[src/rtl/reg_amount_shifter.sv]
module reg_amount_shifter #(
  parameter int WIDTH    = 32,
  parameter int REG_W    = 32,
  parameter int AMT_BITS = 8
) (
  input  logic             clk,
  input  logic             rst_n,
  input  logic [1:0]       op,
  input  logic [WIDTH-1:0] data,
  input  logic [REG_W-1:0] amount,
  input  logic             carry_in,
  output logic [WIDTH-1:0] result,
  output logic             carry_out
);
  localparam int LOG2 = $clog2(WIDTH);
  localparam logic [AMT_BITS-1:0] FULL = AMT_BITS'(WIDTH);
  localparam logic [1:0] OP_LSL = 2'd0, OP_LSR = 2'd1, OP_ASR = 2'd2;

  logic [AMT_BITS-1:0] amt;
  logic [LOG2-1:0]     rot, dn_idx, up_idx;
  logic                is_zero, below, exact;
  logic [WIDTH-1:0]    nxt_res;
  logic                nxt_c;

  assign amt     = amount[AMT_BITS-1:0];
  assign rot     = amt[LOG2-1:0];
  assign dn_idx  = rot - LOG2'(1);
  assign up_idx  = LOG2'(WIDTH - int'(rot));
  assign is_zero = (amt == '0);
  assign below   = (amt < FULL);
  assign exact   = (amt == FULL);

  always_comb begin
    nxt_res = data;
    nxt_c   = carry_in;
    if (!is_zero) begin
      case (op)
        OP_LSL: begin
          if (below) begin
            nxt_res = data << rot;
            nxt_c   = data[up_idx];
          end else begin
            nxt_res = '0;
            nxt_c   = exact & data[0];
          end
        end
        OP_LSR: begin
          if (below) begin
            nxt_res = data >> rot;
            nxt_c   = data[dn_idx];
          end else begin
            nxt_res = '0;
            nxt_c   = exact & data[WIDTH-1];
          end
        end
        OP_ASR: begin
          if (below) begin
            nxt_res = $signed(data) >>> rot;
            nxt_c   = data[dn_idx];
          end else begin
            nxt_res = {WIDTH{data[WIDTH-1]}};
            nxt_c   = data[WIDTH-1];
          end
        end
        default: begin
          if (rot == '0) begin
            nxt_c = data[WIDTH-1];
          end else begin
            nxt_res = (data >> rot) | (data << up_idx);
            nxt_c   = data[dn_idx];
          end
        end
      endcase
    end
  end

  always_ff @(posedge clk or negedge rst_n) begin
    if (!rst_n) begin
      result    <= '0;
      carry_out <= 1'b0;
    end else begin
      result    <= nxt_res;
      carry_out <= nxt_c;
    end
  end

  logic primed;
  always_ff @(posedge clk or negedge rst_n) begin
    if (!rst_n) primed <= 1'b0;
    else        primed <= 1'b1;
  end

  assert_reset_clear_R12: assert property (@(posedge clk)
    !rst_n |-> (result == '0 && !carry_out));

  assert_high_bits_ignored_R1: assert property (@(posedge clk) disable iff (!rst_n)
    (primed && $stable(op) && $stable(data) && $stable(carry_in) &&
     $stable(amount[AMT_BITS-1:0]) && !$stable(amount[REG_W-1:AMT_BITS]))
    |=> ($stable(result) && $stable(carry_out)));

  assert_zero_passthru_R2: assert property (@(posedge clk) disable iff (!rst_n)
    (amount[AMT_BITS-1:0] == '0)
    |=> (result == $past(data) && carry_out == $past(carry_in)));

  assert_lsl_far_clear_R5: assert property (@(posedge clk) disable iff (!rst_n)
    (op == OP_LSL && amount[AMT_BITS-1:0] > FULL)
    |=> (result == '0 && !carry_out));

  assert_asr_sign_fill_R9: assert property (@(posedge clk) disable iff (!rst_n)
    (op == OP_ASR && amount[AMT_BITS-1:0] >= FULL)
    |=> (result == {WIDTH{$past(data[WIDTH-1])}} && carry_out == $past(data[WIDTH-1])));

  assert_ror_whole_turn_R11: assert property (@(posedge clk) disable iff (!rst_n)
    (op == 2'd3 && amount[AMT_BITS-1:0] != '0 && amount[LOG2-1:0] == '0)
    |=> (result == $past(data) && carry_out == $past(data[WIDTH-1])));
endmodule

[config.mk]
export PLATFORM = sky130hd
export DESIGN_NAME = reg_amount_shifter
export DESIGN_NICKNAME = d
export VERILOG_FILES = /design/src/rtl/reg_amount_shifter.sv
export SDC_FILE = /design/constraint.sdc
export NUM_CORES = 1
export LEC_CHECK = 0
export ABC_CLOCK_PERIOD_IN_PS = 800
export BUFFER_PORTS_ARGS = -buffer_cell sky130_fd_sc_hd__buf_2
export CORE_MARGIN = 2
export CORE_UTILIZATION = 56
export DETAILED_ROUTE_END_ITERATION = 10
export PLACE_DENSITY = 0.85
export SYNTH_ARGS = -nofsm -noshare
export SYNTH_HDL_FRONTEND = slang
export SYNTH_SLANG_ARGS = --single-unit
[constraint.sdc]
create_clock -name clk -period 0.8 [get_ports clk]
set_input_delay 0.08 -clock clk [delete_from_list [all_inputs] [get_ports clk]]
set_output_delay 0.08 -clock clk [all_outputs]
set_load 0.005 [all_outputs]
==> impl_results.md, run 1 <==
* Ys Warns at 0
* Gr usage total at about three quarters
* Area share of the largest cell type after synthesis at between 20% and 30%
* Synth Instances at between 1000 and 1500
* Clk root buf: clkbuf_16
* Boundary pin count at between 100 and 150
* Main synth FF type: dfrtp_1
* Sink Count at 33
* Post-synthesis sequential area ratio at roughly a tenth
* Global-route wire length before repair at about 93000 um
* Largest cells by area after synthesis: mux4_2 (25%), dfrtp_1 (9.8%), mux2i_1 (8.9%), nand2_1 (5.2%), nor2_1 (4.7%)
* Mapped Nets at around 1100
* Stop err: [ERROR GRT-0116] Global routing finished with congestion. Check the congestion regions in the DRC Viewer.
* Largest net degree at the start of global routing at 47
* Initial core utilization at between 50% and 60%
* Post-Synth Simple-Gate Area at between 10% and 20%
* Total CTS buffers at 5
* Mean post-synth cell area at 8.26 um^2
* Compound-cell area share of the yosys netlist at 25.3%
* Cell Area, Synth at ~8400 um^2
* Number of synthesized flops with an enable pin at 0
* Worst slack at placement at -1870 ps
* Largest family of logic cells by synthesized area: multiplexers
* Clk buf depth at 2
* Vias in the first global route at ~15000
* Multiplexer area fraction after synthesis at between 30% and 40%
* Async set or reset register ratio after synthesis at 100%
* Chip width at between 100 and 150 um
* DP Area at 11500 um^2
* Adder-cell area share of the yosys netlist at less than 1%
* Final global-route overflow total at 157
* Distinct cell type count after synthesis at between 70 and 80
* Yosys top cell by area: mux4_2
* Port bufs at 77
* Status: did not finish
* DIE HEIGHT at ~130 um
* H-Tree Depth at 2
* Yosys reg bits at 33
* Routability congestion estimate at between 1 and 1.5
* Exit stage: global routing (5_1_grt)
* Synth Area in XOR/XNOR at less than 1%
* Final HPWL DP at between 30000 and 40000 um
* Site row count at 44
cell families after synthesis:
family / Yosys count
AOI/OAI and AO/OA: 323
xor gates and xnor gates: 4
adders and majority gates: 2
buffers and inverters: 143
DFF: 33
muxes: 203
and+or+nand+nor: 308
cells in the mapped netlist, drive strengths merged, types with 11 or more instances:
cell and count:
a31oi 20, mux2i 75, o31ai 11, dfrtp 33, mux4 100, o22ai 15
mux2 28, nand3 16, buf 54, nand2 118, nor3 17, o211ai 15
inv 13, o21ai 78, nor2 108, clkbuf 72, a21oi 77, a211oi 27
per-layer routing:
layer | track usage [%] | overflow
met3 | 61.6 | 3
met4 | 76.3 | 66
met1 | 75.9 | 1
met5 | 23.2 | 0
met2 | 90.0 | 87
what timing repair did:
item / CTS
buffers inserted: 43
setup endpoints to repair: 66
gates cloned: 5
hold buffers: 1
hold endpoints to repair: 33
gates resized for setup: 187
pin swaps: 48
through the flow:
step           setup TNS, ps  cells
3_5_place_dp          -54680   1524
2_1_floorplan         -46850   1016
3_3_place_gp          -51940   1524
4_1_cts               -40220   1581
==> run 2: changes to the inputs <==
==> config.mk (replaced) <==
export PLATFORM = sky130hd
export DESIGN_NAME = reg_amount_shifter
export DESIGN_NICKNAME = d
export VERILOG_FILES = /design/src/rtl/reg_amount_shifter.sv
export SDC_FILE = /design/constraint.sdc
export NUM_CORES = 1
export LEC_CHECK = 0
export ABC_CLOCK_PERIOD_IN_PS = 1000
export BUFFER_PORTS_ARGS = -buffer_cell sky130_fd_sc_hd__buf_2
export CORE_MARGIN = 2
export CORE_UTILIZATION = 40
export DETAILED_ROUTE_END_ITERATION = 10
export PLACE_DENSITY_LB_ADDON = 0.15
export SYNTH_ARGS = -nofsm -noshare
export SYNTH_HDL_FRONTEND = slang
export SYNTH_SLANG_ARGS = --single-unit
==> constraint.sdc (replaced) <==
create_clock -name clk -period 1 [get_ports clk]
set_input_delay 0.1 -clock clk [delete_from_list [all_inputs] [get_ports clk]]
set_output_delay 0.1 -clock clk [all_outputs]
set_load 0.005 [all_outputs]
==> impl_results.md, run 2 <==
* Status: finished with violations
* Failing checks: negative setup slack
* Final Cycle Share at 220%
* Filler Cells Inserted at 1700
* Worst-margin pin slew at between 600 and 700 ps
* Global-route wire length before repair at roughly 75000 um
* Hold Fails Final Rpt at 0
* PwrDens at roughly 860 nW/um^2
* Ys Warns at 0 (unchanged)
* Initial antenna violation count at 2
* Cell with the most instances after synthesis: nand2_1
* Gr usage total at a little under half
* Crit-path cells: buf_12, buf_12, buf_4, mux2_2, a21oi_1, a211oi_1, a211oi_1, a211oi_1, o32a_1
* H-Tree Depth at 2 (unchanged)
* Setup slack after layout at -1200 ps
* Crit-path max FO at 24
* CTS tree: built
* Most used cell, CP: a211oi_1
* Top delay family on crit path: compound AO/OA/AOI/OAI gates
* Maximum vdd drop at roughly 650 uV
* CP startpoint kind: primary input
* Routed Antenna Nets at 0
* Final Net Count at 1520
* Max reg flops at 32
* Clk root buf: clkbuf_16
* Final std cells w/o fill at between 1500 and 2000
* Max Cap Viol at 0
* Final slew viol count at 0
* Distinct cell type count after synthesis at 77 (unchanged)
* Number of synthesized flops with an enable pin at 0 (unchanged)
* Sw frac at between 40% and 50%
* Minimum clock period at roughly 2200 ps
* Clock share of power at between 10% and 20%
* Design Power at about 12 mW
* Boundary pin count at 102 (unchanged)
* RSZ-0062 raised after global routing: yes
* Switching power at 5.31 mW
* CP arrival at ~2400 ps
* Routability congestion estimate at 1.07 (-22%)
* Critical path required time at ~1200 ps
* Largest net degree at the start of global routing at 34
* Crit Path Category: in -> reg
* Initial DRT Pass Iterations at 5
* Synth Instances at 1016 (unchanged)
* Site row count at 52 (+18%)
* Total CTS buffers at 5 (unchanged)
* Cells after DPL at 1649 (+8.2%)
* Crit path capture type: flip-flop
* Slowest cell on the critical path: a211oi_1
* Drt initial violations at between 1000 and 1500
* Clk buf depth at 2 (unchanged)
* Final global-route overflow total at 0
* Initial core utilization at 41.1% (-16 points)
* DIE HEIGHT at 149 um (+18%)
* Post-synth top cells: nand2_1 (117), nor2_1 (106), mux4_2 (94), a21oi_1 (77), mux2i_1 (75)
* Vias per cell at between 6 and 7
* Largest registers: result x32, carry_out x1
* Commonest non-fill, non-tap cell in the layout: buf_4
* Max_slew headroom at a little over half
* Most frequent cells in the layout: buf_4 (408), nand2_1 (106), mux4_2 (100)
* Port bufs at 77 (unchanged)
* Hold_ws at 137 ps
* Gate power share at about 74%
* Synth-to-layout area growth at 64.2%
* Mapped Nets at 1087 (unchanged)
* Die ar. at 22200 um^2
* Post-synthesis sequential area ratio at 9.84% (unchanged)
* HP Class: in -> reg
* Async set or reset register ratio after synthesis at 100% (unchanged)
* Final HPWL DP at 40800 um (+21%)
* CP max stage delay at ~500 ps
* Wire length per cell at 30.8 um
* Yosys top cell by area: mux4_2
* # setup viols final at 33
* Chip width at 149 um (+18%)
* F_max at around 450 MHz
* Clk slew on worst S/H paths at around 60 ps
* Vias in the first global route at approximately 11000
* Largest cells by area after synthesis: mux4_2 (25%), dfrtp_1 (9.8%), mux2i_1 (8.9%), nand2_1 (5.2%), nor2_1 (4.7%)
* Layout cell share with drive strength beyond 1 at slightly below 60%
* Main synth FF type: dfrtp_1
* Number of buffers and inverters on the critical path at 3
* Mean post-synth cell area at 8.26 um^2 (unchanged)
* Via count at 11681
* Final wirelength at 53000 um
* Sink Count at 33 (unchanged)
* Yosys reg bits at 33 (unchanged)
* DRC viols at 0
* Core area at ~20000 um^2
* Top reg by flops: result
* Post-layout util at about two thirds
* Area share of the largest cell type after synthesis at 25.2% (unchanged)
* Seq pwr share at 13.0%
* LEAKAGE at 5.88 nW
* Cell Area, Synth at 8390 um^2 (unchanged)
* Internal at 6.59 mW
[run 2: cell counts after synthesis]
No cell type changed its count.
[run 2: logic make-up after synthesis]
kind of cell / share of synthesized area, %
fa+ha+maj: 0.298
compound gates: 25.3
flops: 9.84
mux: 39.8
simple gates: 16.0
xor+xnor: 0.731
buf+inv: 8.05
[run 2: layout make-up]
| type | count | area, um^2 | share of cell area [%] |
|---|---|---|---|
| diodes | 1 | 2.50 | 0.0182 |
| clock buffers | 5 | 125 | 0.908 |
| clock inverters | 3 | 17.5 | 0.127 |
| inverters | 17 | 92.6 | 0.672 |
| multi-input cells | 840 | 7880 | 57.2 |
| flip-flops and latches | 33 | 826 | 5.99 |
| well taps | 270 | 338 | 2.45 |
| repair buffers | 552 | 4500 | 32.7 |
[run 2: stage by stage]
step | worst slack, ps | instance area, um^2 | setup TNS, ps
after CTS | -1130 | 13100 | -33870
after global routing | -1200 | 13800 | -36300
final | -1200 | 13800 | -35160
after global placement | -1840 | 11900 | -50090
after floorplan | -1430 | 8560 | -40910
after detailed placement | -1860 | 11900 | -50530
[run 2: power by group through the flow]
stage | sequential, mW | combinational, mW | clock (mW)
after floorplan | 1.58 | 3.48 | 0
after global placement | 1.57 | 7.06 | 0
after detailed placement | 1.56 | 7.07 | 0
after CTS | 1.54 | 7.91 | 1.53
after global routing | 1.55 | 9.07 | 1.58
final | 1.54 | 8.83 | 1.53
[run 2: final timing paths]
check,cells after the start,end,start
setup / recovery,9,result[28],amount[1]
hold / removal,3,carry_out,carry_in
max in group asynchronous,3,result[11],rst_n
min in group asynchronous,3,result[30],rst_n
[run 2: what timing repair did]
action                                  CTS  global route
endpoints found under the hold margin    33             0
resized for setup                       186           120
endpoints found under the setup margin   33            33
buffers inserted                         38            25
hold buffers                              1             0
pin swaps                                48            48
gates cloned                              2             1
[run 2: metal layers]
layer / GRT usage, % / part of all wire (%)
met2: 72.3 / 44
met1: 59.5 / 36
met5: 0.455 / 0.15
met3: 11.7 / 12
met4: 26.8 / 8.1
No activity file was read; power rests on OpenSTA's default activity.
==> run 3: changes to the inputs <==
--- a/config.mk
+++ b/config.mk
@@ -8,7 +8,9 @@
 export ABC_CLOCK_PERIOD_IN_PS = 1000
 export BUFFER_PORTS_ARGS = -buffer_cell sky130_fd_sc_hd__buf_2
 export CORE_MARGIN = 2
-export CORE_UTILIZATION = 40
+export CORE_UTILIZATION = 55
+export CTS_BUF_LIST = sky130_fd_sc_hd__clkbuf_16
+export CTS_CLUSTER_SIZE = 40
 export DETAILED_ROUTE_END_ITERATION = 10
 export PLACE_DENSITY_LB_ADDON = 0.15
 export SYNTH_ARGS = -nofsm -noshare
==> impl_results.md, run 3 <==
* Status: did not finish
* Exit stage: global routing (5_1_grt)
* Stop err: [ERROR GRT-0116] Global routing finished with congestion. Check the congestion regions in the DRC Viewer.
* Total CTS buffers at 5 (unchanged)
* Yosys reg bits at 33 (unchanged)
* Post-synth top cells: nand2_1 (117), nor2_1 (106), mux4_2 (94), a21oi_1 (77), mux2i_1 (75)
* Distinct cell type count after synthesis at 77 (unchanged)
* Boundary pin count at 102 (unchanged)
* Sink Count at 33 (unchanged)
* Cell with the most instances after synthesis: nand2_1
* Site row count at 45 (-13%)
* Final global-route overflow total at 46
* Cell Area, Synth at 8390 um^2 (unchanged)
* Chip width at 128 um (-14%)
* Synth Instances at 1016 (unchanged)
* Post-synthesis sequential area ratio at 9.84% (unchanged)
* Ys Warns at 0 (unchanged)
* Gr usage total at 75.2%
* Mean post-synth cell area at 8.26 um^2 (unchanged)
* Main synth FF type: dfrtp_1
* Final HPWL DP at 37900 um (-7.1%)
* Routability congestion estimate at 1.26 (+18%)
* Largest cells by area after synthesis: mux4_2 (25%), dfrtp_1 (9.8%), mux2i_1 (8.9%), nand2_1 (5.2%), nor2_1 (4.7%)
* Largest net degree at the start of global routing at 40
* Yosys top cell by area: mux4_2
* Clk root buf: clkbuf_16
* Vias in the first global route at 14419
* Mapped Nets at 1087 (unchanged)
* Area share of the largest cell type after synthesis at 25.2% (unchanged)
* H-Tree Depth at 2 (unchanged)
* Clk buf depth at 2 (unchanged)
* Global-route wire length before repair at around 90000 um
* DIE HEIGHT at 128 um (-14%)
* Initial core utilization at 55.8% (+15 points)
* Async set or reset register ratio after synthesis at 100% (unchanged)
* Port bufs at 77 (unchanged)
* Number of synthesized flops with an enable pin at 0 (unchanged)
## run 3: cell counts after synthesis
No cell type changed its count.
## run 3: repair_timing
item | CTS
endpoints found under the hold margin | 33
cloned | 3
hold buffers | 1
pin swaps | 36
setup endpoints to repair | 33
gates resized for setup | 166
buffers inserted | 29
## run 3: logic make-up after synthesis
family          Yosys count  synth area share [%]
fa+ha+maj                 2                 0.298
mux                     203                  39.8
xor+xnor                  4                 0.731
compound gates          323                  25.3
simple gates            308                  16.0
buf+inv                 143                  8.05
flops                    33                  9.84
## run 3: routing by layer
| layer | track usage, % | overflow |
|---|---|---|
| met1 | 79.7 | 0 |
| met2 | 91.9 | 19 |
| met3 | 57.3 | 0 |
| met4 | 71.9 | 27 |
| met5 | 8.36 | 0 |
## run 3: metrics by stage
step           util (%)  hold WS [ps]  setup WS, ps  std cells  area [um^2]
2_1_floorplan         -          -196         -1430       1016         8560
3_3_place_gp       78.6          68.6         -1560       1569        11800
3_5_place_dp       78.6          68.6         -1600       1569        11800
4_1_cts            86.2           130         -1100       1609        13000
